==> src/rtl/sdt_pkg.sv <==
package sdt_pkg;
  localparam int FRAMES  = 8;
  localparam int PORTS   = 2;
  localparam int ID_W    = 5;
  localparam int SLOTS   = 1 << ID_W;
  localparam int FRAME_W = $clog2(FRAMES);
  localparam int CNT_W   = $clog2(SLOTS + 1);

  // Strobes from control to datapath.
  typedef struct packed {
    logic               clrEn;
    logic [FRAME_W-1:0] clrFrame;
    logic [PORTS-1:0]   takeArr;
  } strobes_t;
endpackage

==> src/rtl/sdt_ctrl.sv <==
module sdt_ctrl
  import sdt_pkg::*;
#(
  parameter int NUM_FRAMES = FRAMES,
  parameter int NUM_PORTS  = PORTS,
  localparam int FW        = $clog2(NUM_FRAMES)
) (
  input  logic                           clk,
  input  logic                           rstN,
  input  logic                           allocValid,
  input  logic [FW-1:0]                  allocFrame,
  input  logic [NUM_PORTS-1:0]           arrValid,
  input  logic [NUM_PORTS-1:0][FW-1:0]   arrFrame,
  input  logic [NUM_FRAMES-1:0]          cntMet,
  output strobes_t                       strb,
  output logic [NUM_FRAMES-1:0]          activeVec,
  output logic [NUM_FRAMES-1:0]          donePulse
);
  logic [NUM_FRAMES-1:0] activeQ;
  logic [NUM_FRAMES-1:0] reportedQ;
  logic [NUM_FRAMES-1:0] doneNow;
  logic [NUM_FRAMES-1:0] allocHit;

  assign activeVec = activeQ;

  always_comb begin
    strb.clrEn    = allocValid;
    strb.clrFrame = allocFrame;
    for (int p = 0; p < NUM_PORTS; p++) begin
      // Drop arrivals to idle frames and to a frame being reallocated.
      strb.takeArr[p] = arrValid[p] && activeQ[arrFrame[p]] &&
                        !(allocValid && (allocFrame == arrFrame[p]));
    end
  end

  genvar f;
  generate
    for (f = 0; f < NUM_FRAMES; f++) begin : g_frame
      assign allocHit[f] = allocValid && (allocFrame == FW'(f));
      assign doneNow[f]  = activeQ[f] && !reportedQ[f] && cntMet[f] && !allocHit[f];

      assert_single_cycle_R5: assert property (@(posedge clk) disable iff (!rstN)
        donePulse[f] |=> !donePulse[f]);
      assert_pulse_marks_frame_R3: assert property (@(posedge clk) disable iff (!rstN)
        donePulse[f] |-> (activeQ[f] && reportedQ[f]));
      assert_idle_no_pulse_R6: assert property (@(posedge clk) disable iff (!rstN)
        !activeQ[f] |=> !donePulse[f]);
    end
  endgenerate

  always_ff @(posedge clk or negedge rstN) begin
    if (!rstN) begin
      activeQ   <= '0;
      reportedQ <= '0;
      donePulse <= '0;
    end else begin
      donePulse <= doneNow;
      for (int i = 0; i < NUM_FRAMES; i++) begin
        if (allocHit[i]) begin
          activeQ[i]   <= 1'b1;
          reportedQ[i] <= 1'b0;
        end else if (doneNow[i]) begin
          reportedQ[i] <= 1'b1;
        end
      end
    end
  end
endmodule

==> src/rtl/sdt_datapath.sv <==
module sdt_datapath
  import sdt_pkg::*;
#(
  parameter int NUM_FRAMES = FRAMES,
  parameter int NUM_PORTS  = PORTS,
  parameter int LSID_W     = ID_W,
  localparam int FW        = $clog2(NUM_FRAMES),
  localparam int NSLOT     = 1 << LSID_W,
  localparam int CW        = $clog2(NSLOT + 1)
) (
  input  logic                               clk,
  input  logic                               rstN,
  input  strobes_t                           strb,
  input  logic [CW-1:0]                      allocCount,
  input  logic [NSLOT-1:0]                   allocStoreMask,
  input  logic [NUM_PORTS-1:0][FW-1:0]       arrFrame,
  input  logic [NUM_PORTS-1:0][LSID_W-1:0]   arrLsid,
  input  logic [NUM_FRAMES-1:0]              activeVec,
  input  logic [FW-1:0]                      qryFrame,
  input  logic [LSID_W-1:0]                  qryLsid,
  output logic [NUM_FRAMES-1:0]              cntMet,
  output logic                               qryAllPrior
);
  logic [NSLOT-1:0] arrivedQ [NUM_FRAMES];
  logic [NSLOT-1:0] storeMaskQ [NUM_FRAMES];
  logic [CW-1:0]    expectQ [NUM_FRAMES];
  logic [CW-1:0]    countQ [NUM_FRAMES];
  logic [NSLOT-1:0] freshBits [NUM_FRAMES];
  logic [NSLOT-1:0] belowMask;
  logic [NSLOT-1:0] pendingBits;

  function automatic logic [CW-1:0] onesOf(input logic [NSLOT-1:0] v);
    logic [CW-1:0] n;
    n = '0;
    for (int i = 0; i < NSLOT; i++) n = n + CW'(v[i]);
    return n;
  endfunction

  // Bits that are newly arriving this cycle, per frame; duplicates fold away.
  always_comb begin
    for (int f = 0; f < NUM_FRAMES; f++) begin
      freshBits[f] = '0;
      for (int p = 0; p < NUM_PORTS; p++) begin
        if (strb.takeArr[p] && (arrFrame[p] == FW'(f)))
          freshBits[f] = freshBits[f] | (NSLOT'(1) << arrLsid[p]);
      end
      freshBits[f] = freshBits[f] & ~arrivedQ[f];
    end
  end

  always_ff @(posedge clk or negedge rstN) begin
    if (!rstN) begin
      for (int f = 0; f < NUM_FRAMES; f++) begin
        arrivedQ[f]   <= '0;
        storeMaskQ[f] <= '0;
        expectQ[f]    <= '0;
        countQ[f]     <= '0;
      end
    end else begin
      for (int f = 0; f < NUM_FRAMES; f++) begin
        if (strb.clrEn && (strb.clrFrame == FW'(f))) begin
          arrivedQ[f]   <= '0;
          storeMaskQ[f] <= allocStoreMask;
          expectQ[f]    <= allocCount;
          countQ[f]     <= '0;
        end else begin
          arrivedQ[f] <= arrivedQ[f] | freshBits[f];
          countQ[f]   <= countQ[f] + onesOf(freshBits[f]);
        end
      end
    end
  end

  genvar g;
  generate
    for (g = 0; g < NUM_FRAMES; g++) begin : g_cmp
      assign cntMet[g] = (countQ[g] == expectQ[g]);

      assert_bits_sticky_R3: assert property (@(posedge clk) disable iff (!rstN)
        !(strb.clrEn && (strb.clrFrame == FW'(g))) |=>
          ((arrivedQ[g] & $past(arrivedQ[g])) == $past(arrivedQ[g])));
      assert_count_distinct_R4: assert property (@(posedge clk) disable iff (!rstN)
        countQ[g] == onesOf(arrivedQ[g]));
      assert_alloc_clears_R2: assert property (@(posedge clk) disable iff (!rstN)
        (strb.clrEn && (strb.clrFrame == FW'(g))) |=> (countQ[g] == '0 && arrivedQ[g] == '0));
    end
  endgenerate

  // Query: stores strictly below the load's ID that are still missing.
  assign belowMask   = (NSLOT'(1) << qryLsid) - NSLOT'(1);
  assign pendingBits = storeMaskQ[qryFrame] & ~arrivedQ[qryFrame] & belowMask;
  assign qryAllPrior = activeVec[qryFrame] && (pendingBits == '0);

  assert_lowest_id_free_R8: assert property (@(posedge clk) disable iff (!rstN)
    (activeVec[qryFrame] && qryLsid == '0) |-> qryAllPrior);
endmodule

==> src/rtl/store_done_tracker.sv <==
module store_done_tracker
  import sdt_pkg::*;
#(
  parameter int NUM_FRAMES = FRAMES,
  parameter int NUM_PORTS  = PORTS,
  parameter int LSID_W     = ID_W,
  localparam int FW        = $clog2(NUM_FRAMES),
  localparam int NSLOT     = 1 << LSID_W,
  localparam int CW        = $clog2(NSLOT + 1)
) (
  input  logic                             clk,
  input  logic                             rstN,
  input  logic                             allocValid,
  input  logic [FW-1:0]                    allocFrame,
  input  logic [CW-1:0]                    allocCount,
  input  logic [NSLOT-1:0]                 allocStoreMask,
  input  logic [NUM_PORTS-1:0]             arrValid,
  input  logic [NUM_PORTS-1:0][FW-1:0]     arrFrame,
  input  logic [NUM_PORTS-1:0][LSID_W-1:0] arrLsid,
  input  logic [FW-1:0]                    qryFrame,
  input  logic [LSID_W-1:0]                qryLsid,
  output logic                             qryAllPrior,
  output logic [NUM_FRAMES-1:0]            donePulse
);
  strobes_t              strb;
  logic [NUM_FRAMES-1:0] cntMet;
  logic [NUM_FRAMES-1:0] activeVec;

  initial begin
    if (NUM_FRAMES != FRAMES || NUM_PORTS != PORTS || LSID_W != ID_W)
      $error("store_done_tracker: parameters disagree with sdt_pkg");
  end

  sdt_ctrl #(.NUM_FRAMES(NUM_FRAMES), .NUM_PORTS(NUM_PORTS)) ctrl_i (
    .clk(clk), .rstN(rstN),
    .allocValid(allocValid), .allocFrame(allocFrame),
    .arrValid(arrValid), .arrFrame(arrFrame),
    .cntMet(cntMet), .strb(strb), .activeVec(activeVec), .donePulse(donePulse)
  );

  sdt_datapath #(.NUM_FRAMES(NUM_FRAMES), .NUM_PORTS(NUM_PORTS), .LSID_W(LSID_W)) dp_i (
    .clk(clk), .rstN(rstN), .strb(strb),
    .allocCount(allocCount), .allocStoreMask(allocStoreMask),
    .arrFrame(arrFrame), .arrLsid(arrLsid), .activeVec(activeVec),
    .qryFrame(qryFrame), .qryLsid(qryLsid),
    .cntMet(cntMet), .qryAllPrior(qryAllPrior)
  );
endmodule

==> config.mk <==
export PLATFORM = sky130hd
export DESIGN_NAME = store_done_tracker
export DESIGN_NICKNAME = d
export VERILOG_FILES = /design/src/rtl/sdt_pkg.sv /design/src/rtl/sdt_ctrl.sv /design/src/rtl/sdt_datapath.sv /design/src/rtl/store_done_tracker.sv
export SDC_FILE = /design/constraint.sdc
export NUM_CORES = 2
export LEC_CHECK = 0
export BUFFER_PORTS_ARGS = -buffer_cell sky130_fd_sc_hd__buf_2
export CAP_MARGIN = 10
export CORE_ASPECT_RATIO = 0.6
export CORE_UTILIZATION = 31
export CTS_CLUSTER_DIAMETER = 200
export CTS_CLUSTER_SIZE = 24
export DETAILED_ROUTE_END_ITERATION = 16
export PLACE_DENSITY = 0.46
export SLEW_MARGIN = 20
export SYNTH_ARGS = -nofsm -noshare
export SYNTH_HDL_FRONTEND = slang
export SYNTH_HIERARCHICAL = 1
export SYNTH_SLANG_ARGS = --single-unit
==> constraint.sdc <==
create_clock -name clk -period 8.3 [get_ports clk]
set_clock_uncertainty 0.2 [all_clocks]
set_input_delay 2.49 -clock clk [delete_from_list [all_inputs] [get_ports clk]]
set_output_delay 2.49 -clock clk [all_outputs]
set_load 0.02 [all_outputs]
Word level (Yosys, flattened, before mapping) --
Cells that the tools add are included.
Storage, ports and cells: bits in registers 632, input bits 70, output and inout port bits 9, logic and storage cells 525
Operators by class: add/sub/neg operators 257, magnitude comparators 4, eq/ne operators 31, shift operators 3, multiplexer cells 60, bitwise gates (word level) 36, reductions and logical operators 85
Operators with widths (number):
- $add 6x1->6 | 240
- $mux 32 | 28
- $or 32x32->32 | 16
- $and 32x32->32 | 10
- $not 32->32 | 9
- $bmux 32 s3 | 2
- $shl 1x5->32 const A | 3
- $logic_and 1x1->1 | 55
- $add 6x6->6 | 8
- $eq 6x6->1 | 8
- $mux 6 | 8
- $eq 3x3->1 const B | 12
- $logic_not 32->1 | 1
- $sub 32x2->32 const B | 1
- $mux 1 | 19
- $eq 3x2->1 const B | 6
- $logic_not 1->1 | 18
- $add 1x1->2 | 8
- $reduce_bool 2->1 | 8
- $lt 3x4->1 const B | 3
- $bmux 1 s3 | 3
- $eq 3x1->1 const B | 3
- $logic_not 3->1 | 3
- $eq 3x3->1 | 2
- 2 further kinds | 2

Logic depth before layout (Yosys ltp) --
depth after elaboration 42, gate-level depth with buffers 27, gate-level depth less buffers 25

Cells and area by module --
The synthesis kept the hierarchy.
Modules (own cells, without submodules):
- sdt_datapath | instances 1, cells each 3765, area each 35632.9 µm², sequential area each 15014.4 µm²
- sdt_ctrl | instances 1, cells each 112, area each 1126.1 µm², sequential area each 600.6 µm²

Worst setup path before layout --
OpenSTA, ideal clock, no wires.
kind input to register, start in allocFrame[0], end reg dp_i/countQ[28] (netlist name), setup time 0.132 ns, arrival time 8.648 ns, data required time 7.968 ns, path slack -0.680 ns, stages 22, buffers on the path 2, cells stage by stage buf_2 > xnor2_1 > and4_1 > nor4_1 > nor2b_1 > nand3_1 > clkbuf_1 > o22ai_1 > nand2_1 > fa_1 > fa_1 > fa_1 > fa_1 > fa_1 > fa_1 > fa_1 > fa_1 > inv_1 > a21o_1 > a21oi_1 > xor2_1 > nor2_1
RTL lines:
- start: declaration | RTL line store_done_tracker.sv:14 | input logic [FW-1:0] allocFrame,
- end signal: indexed assignment | RTL line sdt_datapath.sv:68 | countQ[f] <= countQ[f] + onesOf(freshBits[f]);
- end: declaration | RTL line sdt_datapath.sv:27 | logic [CW-1:0] countQ [NUM_FRAMES];

==> results.yml <==
outcome:
  status: "finished with violations"
  violations: "negative setup slack"
critical_path:
  path_class: "input pin to flop"
  crit_arrival_ps: 8980
  required_ps: 8640
  crit_path_max_fanout: 5
  rrSetupSlack_ps: 1080
  path_cells: "buf_8, xnor2_4, and4_4, nor4_4, nor2b_4, buf_6, nand2_8, buf_12, buf_6, o22ai_4, nand2b_1, fa_2, fa_2, fa_2, fa_2, fa_1, fa_1, fa_2, fa_2, inv_2, a21o_1, a21oi_2, xor2_1, nor2_1"
  r2r-end: "dp_i/countQ[46]"
  cp-end-kind: "flop"
  slowest_stage: "fa_2"
  r2r_start: "ctrl_i/activeVec[0]"
  max_stage_delay_ps: 660
  crit_top_cell: "fa_2"
  reg2regPathDepth: 23
  crit_path_start_kind: "input pin"
yosys:
  ys_types: 57
  synth_seq_cells: 624
  synth_flop_cell: "dfrtp_1"
  synth_edf_count: 0
  synth_warnings: 6
  synth_cells: 3877
  synth-async-reset-ratio: 1.000
  postSynthAreaPerCell_um2: 9.481
  ys_seq_area_frac: 0.4248
  syn_area_um2: 36760
  syn-num-nets: 4252
routing:
  routed_wl_um: 166900
  vias: 31700
  drc: 0
  post_drt_wl_per_cell_um: 27.86
  ant_nets: 0
  via_per_inst: 5.290
  firstDrtPassIters: 6
  drt_iter0_markers: 3879
clock_network:
  clk_pin_slew_ps: 110
  clock_path_buffers: 3
  cts_hold_buffers: 0
  cts-root-buf: "clkbuf_16"
  cts_buffers: 29
  clkLatencyLatePin_ps: 690
  htree_levels: 1
  numClockSinks: 624
  cts_tree: "done"
grt:
  track_usage: 0.2759
  antenna_found_initial: 17
  grt_pass1_vias: 29760
  use_met2: 0.3603
  met1_usage: 0.4469
  met3_usage: 0.07095
  grt_overflow: 0
  grt_pass1_wl_um: 232400
  grt_max_degree: 153
  top_usage_layer: "met1"
worst_hold_path:
  hold_start: "ctrl_i/reportedQ[0]"
  hold_class: "flop to flop"
  holdPathEnd: "ctrl_i/donePulse[0]"
  hold_depth: 1
timing:
  finalCritPeriodShare: 1.041
  fmax_mhz: 115.8
  finalHoldViolCount: 0
  maxSlewViolCount: 0
  period_minus_slack_ps: 8636
  fin_ws_ps: -336.5
  slew_headroom: 0.2960
  worstMarginPinSlew_ps: 1056
  rsz0062_at_grt: "yes"
  setup_violations: 31
finish:
  syn2layout_area_growth_pct: 25.67
  drive_gt1_frac: 0.2662
  final_nets: 4780
  mostFrequentLayoutCell: "nor2_1"
  post_layout_nonfiller_instances: 5992
  layout_common_cells: "nor2_1 (713), dfrtp_1 (624), nand2_1 (586)"
  design_area_um2: 46200
place:
  place_congestion: 1.010
  place_inst: 5910
  placed_area_um2: 43310
  io_buffers: 77
  hpwl_um: 123000
pwr:
  ir_drop_uv: 161.2
  power_density_nw_per_um2: 161.9
  leakage_nw: 21.45
die:
  start_util: 0.3139
  core_um2: 117100
  die-width_um: 446.6
  ios: 79
  dieHeight_um: 268.7
  die_area_um2: 120000
  rows: 97
job:
  max_cap_violations: 0
stage by stage:
stage          setup TNS [ps]    util  hold WS (ps)  setup WS [ps]  power (W)
6_report                -4500  0.3944         237.7         -336.5   0.007479
5_1_grt                 -8744  0.3944         254.5         -466.6   0.007830
2_1_floorplan           -3189       -         209.0         -283.5   0.004757
3_3_place_gp           -44680  0.3698         222.5          -1391   0.005646
4_1_cts                 -2356  0.3871         240.0         -266.8   0.007440
3_5_place_dp           -46820  0.3698         224.2          -1452   0.005666
state kept, by name, summed over array words and instances (netlist names):
name	flops
ctrl_i/activeVec	8
ctrl_i/donePulse	8
dp_i/storeMaskQ	248
dp_i/expectQ	48
dp_i/arrivedQ	256
ctrl_i/reportedQ	8
dp_i/countQ	48
cell usage after synthesis, types with 13 or more instances:
cell type  count  area share
buf_4         15      0.0031
xnor2_1       63       0.015
buf_1         31      0.0032
mux2_2       150       0.046
ha_1          97       0.033
a21oi_1       40      0.0054
nand3_1       13      0.0018
a221oi_1      78       0.019
nand2b_1     214       0.036
nor4_1        16      0.0027
a32o_1        14      0.0038
buf_2         29      0.0039
a21o_1        16      0.0033
dfrtp_1      624        0.42
nor2b_1      110       0.019
nor2_1       719       0.073
nor3_1        31      0.0042
xor2_1        40      0.0095
a32oi_1       36      0.0086
or2_2         13      0.0022
fa_1         208        0.11
o21ai_0       29      0.0039
inv_1        229       0.023
clkbuf_1     110       0.011
nand4_1       15      0.0026
nand2_1      592       0.060
o22ai_1      261       0.044
how the worst max path moves through the flow:
stage | from | end | slack [ps]
3_3_place_gp | arrFrame[3] | dp_i/countQ[46] | -1390
5_1_grt | arrFrame[1] | dp_i/countQ[46] | -470
4_1_cts | arrFrame[1] | dp_i/countQ[46] | -270
3_5_place_dp | arrFrame[4] | dp_i/countQ[46] | -1450
2_1_floorplan | allocFrame[1] | dp_i/countQ[34] | -280
6_report | allocFrame[1] | dp_i/countQ[46] | -340
layer usage:
layer / part of all wire / routed length (um)
met4: 0.021 / 3467
met2: 0.38 / 62920
met5: 0.00093 / 156
met1: 0.49 / 82170
met3: 0.11 / 18220
where the power goes:
part	switching, W	internal (W)	leakage, nW
Clock	0.00109	0.000626	0.357
Combinational	0.00113	0.000877	13.0
Sequential	0.000294	0.00346	8.11
Total	0.00251	0.00497	21.4
layout make-up:
type                       instances  area (um2)
antenna                            5       12.51
sequential                       624       15620
tap                             1584        1982
clock buffer                      29       725.7
inverter                         229       865.8
multi-input combinational       2831       21050
timing repair buffer             690        5951
fill                           11710       70920
cells by family after synthesis:
| family | share of synthesized area |
|---|---|
| AO/OA/AOI/OAI | 0.09510 |
| XOR/XNOR | 0.02454 |
| adder cells (fa/ha/maj) | 0.1463 |
| buffers and inverters | 0.04724 |
| flip-flops | 0.4248 |
| multiplexers | 0.05272 |
| AND/OR/NAND/NOR | 0.2093 |
critical path, delay by kind of cell:
kind | cells | cell delay (ps)
buffers and inverters | 5 | 570
xor gates and xnor gates | 2 | 260
adders and majority gates | 8 | 4280
AOI/OAI and AO/OA | 3 | 340
and+or+nand+nor | 6 | 990
what timing repair did:
item	CTS	global route
gates resized for setup	231	157
cloned	3	2
setup buffers	32	20
endpoints found under the setup margin	42	39
pin swaps	93	108
hold endpoints to repair	0	0
Power figures use the tool's default switching activity.
